### src/rtl/nand_colptr_pkg.sv
package nand_colptr_pkg;
  typedef enum logic [1:0] {
    CMD_FIRST  = 2'b00,
    CMD_SECOND = 2'b01,
    CMD_SPARE  = 2'b10,
    CMD_CLEAR  = 2'b11
  } ptr_cmd_e;

  typedef enum logic [1:0] {
    AREA_FIRST  = 2'b00,
    AREA_SECOND = 2'b01,
    AREA_SPARE  = 2'b10
  } area_e;

  function automatic area_e cmd_to_area(ptr_cmd_e c);
    case (c)
      CMD_SECOND: return AREA_SECOND;
      CMD_SPARE:  return AREA_SPARE;
      default:    return AREA_FIRST;
    endcase
  endfunction
endpackage

### src/rtl/colptr_area.sv
module colptr_area
  import nand_colptr_pkg::*;
(
  input  logic     clk,
  input  logic     rst,
  input  logic     cmd_valid,
  input  ptr_cmd_e cmd,
  input  logic     addr_valid,
  input  logic     data_strobe,
  output area_e    area
);
  always_ff @(posedge clk) begin
    if (rst) begin
      area <= AREA_FIRST;
    end else if (cmd_valid) begin
      area <= cmd_to_area(cmd);
    end else if (!addr_valid && data_strobe && area == AREA_SECOND) begin
      area <= AREA_FIRST;
    end
  end
endmodule

### src/rtl/colptr_base.sv
module colptr_base
  import nand_colptr_pkg::*;
#(
  parameter int HALF_BYTES  = 256,
  parameter int SPARE_BYTES = 16,
  parameter int ADDR_W      = 8,
  parameter int COL_W       = 10
) (
  input  area_e             area,
  input  logic [ADDR_W-1:0] byte_in,
  output logic [COL_W-1:0]  col
);
  localparam int SPARE_W = (SPARE_BYTES > 1) ? $clog2(SPARE_BYTES) : 1;
  localparam logic [COL_W-1:0] HALF_BASE  = COL_W'(HALF_BYTES);
  localparam logic [COL_W-1:0] SPARE_BASE = COL_W'(2 * HALF_BYTES);

  logic [COL_W-1:0] off_full;
  logic [COL_W-1:0] off_spare;

  assign off_full = COL_W'(byte_in);

  generate
    if (SPARE_W < ADDR_W) begin : g_mask
      assign off_spare = COL_W'(byte_in[SPARE_W-1:0]);
    end else begin : g_nomask
      assign off_spare = COL_W'(byte_in);
    end
  endgenerate

  always_comb begin
    case (area)
      AREA_SECOND: col = HALF_BASE + off_full;
      AREA_SPARE:  col = SPARE_BASE + off_spare;
      default:     col = off_full;
    endcase
  end
endmodule

### src/rtl/colptr_count.sv
module colptr_count #(
  parameter int PAGE_BYTES = 528,
  parameter int COL_W      = 10
) (
  input  logic             clk,
  input  logic             rst,
  input  logic             cmd_valid,
  input  logic [COL_W-1:0] cmd_col,
  input  logic             addr_valid,
  input  logic [COL_W-1:0] addr_col,
  input  logic             data_strobe,
  output logic [COL_W-1:0] col,
  output logic             end_of_page
);
  localparam logic [COL_W-1:0] LAST = COL_W'(PAGE_BYTES - 1);

  logic [COL_W-1:0] nxt;

  always_comb begin
    if (cmd_valid)                      nxt = cmd_col;
    else if (addr_valid)                nxt = addr_col;
    else if (data_strobe && col != LAST) nxt = col + 1'b1;
    else                                nxt = col;
  end

  always_ff @(posedge clk) begin
    if (rst) begin
      col         <= '0;
      end_of_page <= 1'b0;
    end else begin
      col         <= nxt;
      end_of_page <= (nxt == LAST);
    end
  end
endmodule

### src/rtl/nand_colptr.sv
module nand_colptr
  import nand_colptr_pkg::*;
#(
  parameter int HALF_BYTES  = 256,
  parameter int SPARE_BYTES = 16,
  parameter int ADDR_W      = 8,
  localparam int PAGE_BYTES = 2 * HALF_BYTES + SPARE_BYTES,
  localparam int COL_W      = $clog2(PAGE_BYTES)
) (
  input  logic              clk,
  input  logic              rst,
  input  logic              cmd_valid,
  input  logic [1:0]        cmd_code,
  input  logic              addr_valid,
  input  logic [ADDR_W-1:0] addr_byte,
  input  logic              data_strobe,
  output logic [COL_W-1:0]  col,
  output logic              end_of_page
);
  ptr_cmd_e         cmd;
  area_e            area_q;
  area_e            cmd_area;
  logic [COL_W-1:0] cmd_col;
  logic [COL_W-1:0] addr_col;

  assign cmd      = ptr_cmd_e'(cmd_code);
  assign cmd_area = cmd_to_area(cmd);

  colptr_area u_area (
    .clk         (clk),
    .rst         (rst),
    .cmd_valid   (cmd_valid),
    .cmd         (cmd),
    .addr_valid  (addr_valid),
    .data_strobe (data_strobe),
    .area        (area_q)
  );

  colptr_base #(
    .HALF_BYTES (HALF_BYTES), .SPARE_BYTES(SPARE_BYTES),
    .ADDR_W     (ADDR_W),     .COL_W      (COL_W)
  ) u_base_cmd (
    .area    (cmd_area),
    .byte_in ('0),
    .col     (cmd_col)
  );

  colptr_base #(
    .HALF_BYTES (HALF_BYTES), .SPARE_BYTES(SPARE_BYTES),
    .ADDR_W     (ADDR_W),     .COL_W      (COL_W)
  ) u_base_addr (
    .area    (area_q),
    .byte_in (addr_byte),
    .col     (addr_col)
  );

  colptr_count #(
    .PAGE_BYTES (PAGE_BYTES),
    .COL_W      (COL_W)
  ) u_count (
    .clk         (clk),
    .rst         (rst),
    .cmd_valid   (cmd_valid),
    .cmd_col     (cmd_col),
    .addr_valid  (addr_valid),
    .addr_col    (addr_col),
    .data_strobe (data_strobe),
    .col         (col),
    .end_of_page (end_of_page)
  );
endmodule

### config.mk
export PLATFORM = sky130hd
export DESIGN_NAME = nand_colptr
export DESIGN_NICKNAME = d
export VERILOG_FILES = /design/src/rtl/nand_colptr_pkg.sv /design/src/rtl/colptr_area.sv /design/src/rtl/colptr_base.sv /design/src/rtl/colptr_count.sv /design/src/rtl/nand_colptr.sv
export SDC_FILE = /design/constraint.sdc
export NUM_CORES = 1
export LEC_CHECK = 0
export ABC_AREA = 1
export BUFFER_PORTS_ARGS = -buffer_cell sky130_fd_sc_hd__buf_2
export CORE_ASPECT_RATIO = 1.25
export CORE_MARGIN = 2
export CORE_UTILIZATION = 45
export CTS_CLUSTER_DIAMETER = 40
export CTS_CLUSTER_SIZE = 30
export DETAILED_ROUTE_END_ITERATION = 10
export PLACE_DENSITY_LB_ADDON = 0.3
export SYNTH_ARGS = -nofsm -noshare
export SYNTH_HDL_FRONTEND = slang
export SYNTH_HIERARCHICAL = 1
export SYNTH_SLANG_ARGS = --single-unit
### constraint.sdc
create_clock -name clk -period 1.4 [get_ports clk]
set_input_delay 0.14 -clock clk [delete_from_list [all_inputs] [get_ports clk]]
set_output_delay 0.14 -clock clk [all_outputs]
set_load 0.01 [all_outputs]
==> metrics.yaml, run 1 <==
timing:
  min_period_ns: 1.67
  fin_ws_ns: -0.266
  clock_skew_ns: 0.000507
  post-route-period-util: 1.19
  rsz0062_at_grt: "true"
  fmax_ghz: 0.600
  slew_violations: 0
  hold_slack_ns: 0.153
  fin_tns_setup_ns: -0.726
  finalHoldViolCount: 0
  setup-violations-final: 5
synthesis:
  synthTopCellsByArea: "dfxtp_1, nor2_1, nand2_1"
  syn_inst: 192
  synth_top_cell_area_share: 0.219
  ys.warnings.count: 6
  synth.yosys.seq_area_share: 0.219
  ys_ff_latch: 13
  yosysTopAreaCell: "dfxtp_1"
  synthesis.area_um2: 1190
  synth_ff_type: "dfxtp_1"
  synth_edf_count: 0
  yosysUniqueCellTypes: 27
  syn_avg_cell_area_um2: 6.18
  async_flop_share: 0
routing:
  viasPerCell: 4.71
  drc_errors: 0
  wirelength_um: 2940
  first_pass_iters: 4
  ant_nets: 0
  drt_iter0_drc: 39
  vias: 1320
  wl_per_cell_um: 10.5
global_route:
  grt_max_degree: 17
  use_met3: 0.0291
  grt.met2_usage: 0.370
  grt.overflow.total: 0
  grt-busiest-layer: "met2"
  antenna_found_initial: 0
  grtUsageMet1: 0.244
  track_usage: 0.204
  grt_pass1_wl_um: 4730
  grt_pass1_vias: 1206
critical_path:
  path_max_fanout: 3
  r2r_end: "u_count/end_of_page"
  max_stage_delay_ns: 0.36
  end_kind: "flop"
  critPathBufInv: 2
  timing.rr.start: "u_count/col[1]"
  arrival_ns: 1.87
  cp-start-kind: "flop"
  rr_worst_depth: 10
  critical_path.cell_chain: "buf_6 -> nand3_4 -> nor2_4 -> buf_4 -> nand3_2 -> xor2_1 -> nand2_1 -> a21boi_2 -> nand4_1 -> nor2_1"
  critical_path_depth: 10
  crit_family: "simple AND/OR/NAND/NOR gates"
  slowest_stage: "dfxtp_2"
  critPathKind: "reg2reg"
  regToRegSetupSlack_ns: -0.27
  worstPathRequired_ns: 1.60
power:
  p_sw_frac: 0.337
  internal_power_w: 0.000696
  powerDensity_nw_per_um2: 606
  static-leakage-power_nw: 0.861
  comb_power_share: 0.384
  power.switching_w: 0.000353
  vdd.ir_drop.worst_mv: 0.421
  seqPwrFrac: 0.402
  clkPwrFrac: 0.215
die:
  die_area_um2: 3070
  fp.dieW_um: 49.9
  io_pins: 26
  die_h_um: 61.4
  fp.coreArea_um2: 2480
  row_count: 20
  start_util: 0.479
layout:
  area_growth_pct: 45.8
  multi_input_comb_area_um2: 883
  regArea_um2: 269
  nFillCells: 217
  fin_nets: 270
  num_antenna_cells: 0
  drive_above_1_share: 0.453
hold_path:
  min_path_type: "in2reg"
  holdPathEnd: "u_area/area[1]"
  hold_depth: 3
  worstHoldStart: "cmd_code[1]"
clock_network:
  clk_pin_slew_worst_paths_ns: 0.08
  cts_tree: "yes"
  clk_latency_ns: 0.27
  clkSinkCount: 13
  hold_buffers: 0
  h-tree-depth: 1
  clockBufferDepth: 2
  cts_made_buffers: 3
  ctsRootBufferMaster: "clkbuf_4"
placed_design:
  portBuffers: 25
  dp_hpwl_um: 2230
  gp_congestion: 0.824
outcome:
  violations: "setup timing"
  status: "finished, violations left"
job:
  maxCapViolCount: 0
cells by family (layout without fill, tap and decap cells):
logic type                 Yosys count  in the layout  share of synthesized area
DFF                                 13             13                      0.219
and+or+nand+nor                    107            107                      0.413
AOI/OAI and AO/OA                   17             17                     0.0990
other                                1              8                    0.00316
xor gates and xnor gates             3              3                     0.0221
buffers and inverters               44             92                      0.170
adders and majority gates            7              7                     0.0738
cell usage in the layout, fill, tap and decap left out, types with 3 or more instances in the layout:
master and count:
nor2_1 36, nand2_1 27, buf_2 25, inv_1 24, buf_4 22, nand3_1 13
buf_6 9, inv_2 8, conb_1 8, nand2_2 8, dfxtp_1 8, nor2_2 6
a21oi_2 6, nor2_4 6, a21oi_1 5, dfxtp_2 4, ha_1 4, clkbuf_4 3
ha_4 3, xor2_1 3
stage by stage:
step	util	instance area (um2)	cells	power (W)	worst slack (ns)
2_1_floorplan	-	1230	199	0.000635	-0.0390
3_3_place_gp	0.588	1460	264	0.000741	-0.306
3_5_place_dp	0.588	1460	264	0.000742	-0.321
4_1_cts	0.644	1600	273	0.00100	-0.171
5_1_grt	0.699	1730	280	0.00113	-0.332
6_report	0.699	1730	280	0.00105	-0.266
metal layers:
metal  share of wire  vias to the layer above  wire, um
li1                -                      690         -
met1            0.44                      589      1280
met2            0.49                       33      1450
met3           0.040                        8       117
met4           0.032                        0        93
met5               0                        -         0
synthesized netlist by cell type, types with 3 or more instances:
cell type  count
buf_4          9
inv_1         26
nand2_1       33
ha_1           7
nand3_1       16
xor2_1         3
nor2_2         7
dfxtp_1       13
nor2_1        39
inv_2          6
nand2_2        4
a21oi_1        9
worst max path at each step:
stage	slack [ns]	endpoint	start
2_1_floorplan	-0.04	u_count/end_of_page	u_area/area[0]
3_3_place_gp	-0.31	u_count/end_of_page	u_area/area[0]
3_5_place_dp	-0.32	u_count/end_of_page	u_area/area[0]
4_1_cts	-0.17	u_count/end_of_page	u_count/col[1]
5_1_grt	-0.33	u_count/end_of_page	u_count/col[1]
6_report	-0.27	u_count/end_of_page	u_count/col[1]
flip-flops by register name (all words and copies together), names as in the netlist:
name / flops
u_count/col: 10
u_area/area: 2
u_count/end_of_page: 1
timing repair:
action | in CTS | in global routing
setup buffers | 5 | 7
endpoints found under the setup margin | 3 | 9
pin swaps | 11 | 27
resized for setup | 19 | 23
worst min-delay path: stages:
cell,delay (ns)
buf_2,0.12
nand2_1,0.06
a21oi_1,0.06
final cells by class:
type	instances	share of cell area
timing repair buffer	56	0.226
tap	33	0.0238
multi-input combinational	142	0.510
sequential	13	0.155
inverter	32	0.0694
clock buffer	4	0.0152
power groups by stage:
stage / Clock (W) / Sequential (W) / Combinational, W
global route: 0.000256 / 0.000424 / 0.000446
finish: 0.000225 / 0.000421 / 0.000403
global placement: 0 / 0.000426 / 0.000315
floorplan: 0 / 0.000438 / 0.000196
CTS: 0.000235 / 0.000420 / 0.000348
detailed placement: 0 / 0.000426 / 0.000316
Note: power is estimated with default switching activity, not from simulation.
==> inputs of run 2 (changes only) <==
- RECOVER_POWER: not set -> 25
==> run 2 against run 1 <==
The run still ends with setup timing left. Cell count unchanged. Count of clock-buffer cells in the layout unchanged. Core utilization decreased by 0.050 points. Via count unchanged. Global-route usage unchanged. Power about the same. Setup slack improved by 0.00071 ns. Clock power about the same. Critical path type unchanged. Critical endpoint unchanged. Largest power group unchanged.
==> metrics.yaml, run 2 (synthesized netlist as in run 1, its figures left out) <==
global_route:
  grt_pass1_vias: 1206
  track_usage: 0.204
  antenna_found_initial: 0
  grt_pass1_wl_um: 4730
  grt_max_degree: 17
  grt.overflow.total: 0
critical_path:
  critPathBufInv: 2
  crit_start: "u_count/col[1]"
  path_max_fanout: 3
  crit_family: "simple AND/OR/NAND/NOR gates"
  cp-start-kind: "flop"
  critPathKind: "reg2reg"
  max_stage_delay_ns: 0.36
  critical_path.cell_chain: "buf_6 -> nand3_4 -> nor2_4 -> buf_4 -> nand3_2 -> xor2_1 -> nand2_1 -> a21boi_2 -> nand4_1 -> nor2_1"
  timing.rr.start: "u_count/col[1]"
  worstPathRequired_ns: 1.60
  end_kind: "flop"
  slowest_stage: "dfxtp_2"
  arrival_ns: 1.87
clock_network:
  cts_tree: "yes"
  ctsRootBufferMaster: "clkbuf_4"
  clkSinkCount: 13
  clockBufferDepth: 2
  cts_made_buffers: 3
  clk_latency_ns: 0.27
  clk_pin_slew_worst_paths_ns: 0.08
  h-tree-depth: 1
routing:
  ant_nets: 0
  viasPerCell: 4.71
  wirelength_um: 2940
  first_pass_iters: 4
  wl_per_cell_um: 10.5
  drt_iter0_drc: 41
  drc_errors: 0
  vias: 1320
layout:
  largest_register_ffs: 10
  area_growth_pct: 45.7
  regArea_um2: 269
  top_regs: "u_count/col (10), u_area/area (2), u_count/end_of_page (1)"
  top_register: "u_count/col"
  fin_nets: 270
  final_common_cell: "nor2_1"
  final_cell_mix: "nor2_1, nand2_1, inv_1, buf_2, buf_4"
  utilization: 0.698
  nFillCells: 217
  drive_above_1_share: 0.449
  num_antenna_cells: 0
  multi_input_comb_area_um2: 883
die:
  start_util: 0.479
  die_area_um2: 3070
  row_count: 20
  fp.dieW_um: 49.9
  die_h_um: 61.4
  fp.coreArea_um2: 2480
  io_pins: 26
timing:
  fin_ws_ns: -0.265
  slew_violations: 0
  setup-violations-final: 5
  finalHoldViolCount: 0
  rsz0062_at_grt: "true"
  clock_skew_ns: 0.000811
  fmax_ghz: 0.601
  min_period_ns: 1.67
  post-route-period-util: 1.19
placed_design:
  gp_congestion: 0.824
  portBuffers: 25
  dp_hpwl_um: 2230
hold_path:
  min_path_type: "in2reg"
  worstHoldStart: "cmd_code[1]"
power:
  static-leakage-power_nw: 0.856
  vdd.ir_drop.worst_mv: 0.421
  total_power_w: 0.00105
  powerDensity_nw_per_um2: 606
outcome:
  violations: "setup timing"
  status: "finished, violations left"
job:
  maxCapViolCount: 0
-- run 2: final timing paths --
| kind | end | slack (ns) | cells after the start |
|---|---|---|---|
| worst min-delay path | u_area/area[1] | 0.15 | 3 |
| worst max register to register | u_count/end_of_page | -0.27 | 10 |
| worst min register to register | u_area/area[0] | 0.67 | 5 |
| worst max-delay path | u_count/end_of_page | -0.27 | 10 |
-- run 2: timing repair --
item	4_1_cts	5_1_grt
resized for setup	19	23
cloned	0	0
setup buffers	5	7
hold buffers	0	0
endpoints found under the setup margin	3	9
pin swaps	11	27
-- run 2: tightest hold or removal path: cells and delay by family --
family,cells,cell delay [ns]
buffers and inverters,1,0.12
AND/OR/NAND/NOR,1,0.06
AO/OA/AOI/OAI,1,0.06
-- run 2: power breakdown --
part | total (W) | leakage, nW | switching (W) | internal [W]
sequential | 0.000421 | 0.109 | 0.0000268 | 0.000394
combinational | 0.000403 | 0.732 | 0.000211 | 0.000191
clock | 0.000225 | 0.0150 | 0.000115 | 0.000110
-- run 2: layout make-up --
cell class	count	share of cell area
multi-input cells	142	0.510
repair buffers	56	0.226
flip-flops and latches	13	0.155
inverters	32	0.0694
well taps	33	0.0239
clock buffers	4	0.0152
-- run 2: per-layer routing --
metal,vias to the layer above,track usage,part of all wire
met3,8,0.0291,0.040
met5,-,0,0
met2,33,0.370,0.49
met1,588,0.244,0.44
met4,0,0.0873,0.032
li1,691,-,-
-- run 2: per-stage QoR --
step	std cells	hold WS, ns	cell area, um2	worst slack [ns]	setup TNS (ns)
after floorplan	199	0.195	1230	-0.0390	-0.0390
after global placement	264	0.432	1460	-0.306	-0.445
final	280	0.153	1730	-0.265	-0.724
after detailed placement	264	0.446	1460	-0.321	-0.481
after CTS	273	0.144	1600	-0.171	-0.266
after global routing	280	0.157	1730	-0.332	-1.28
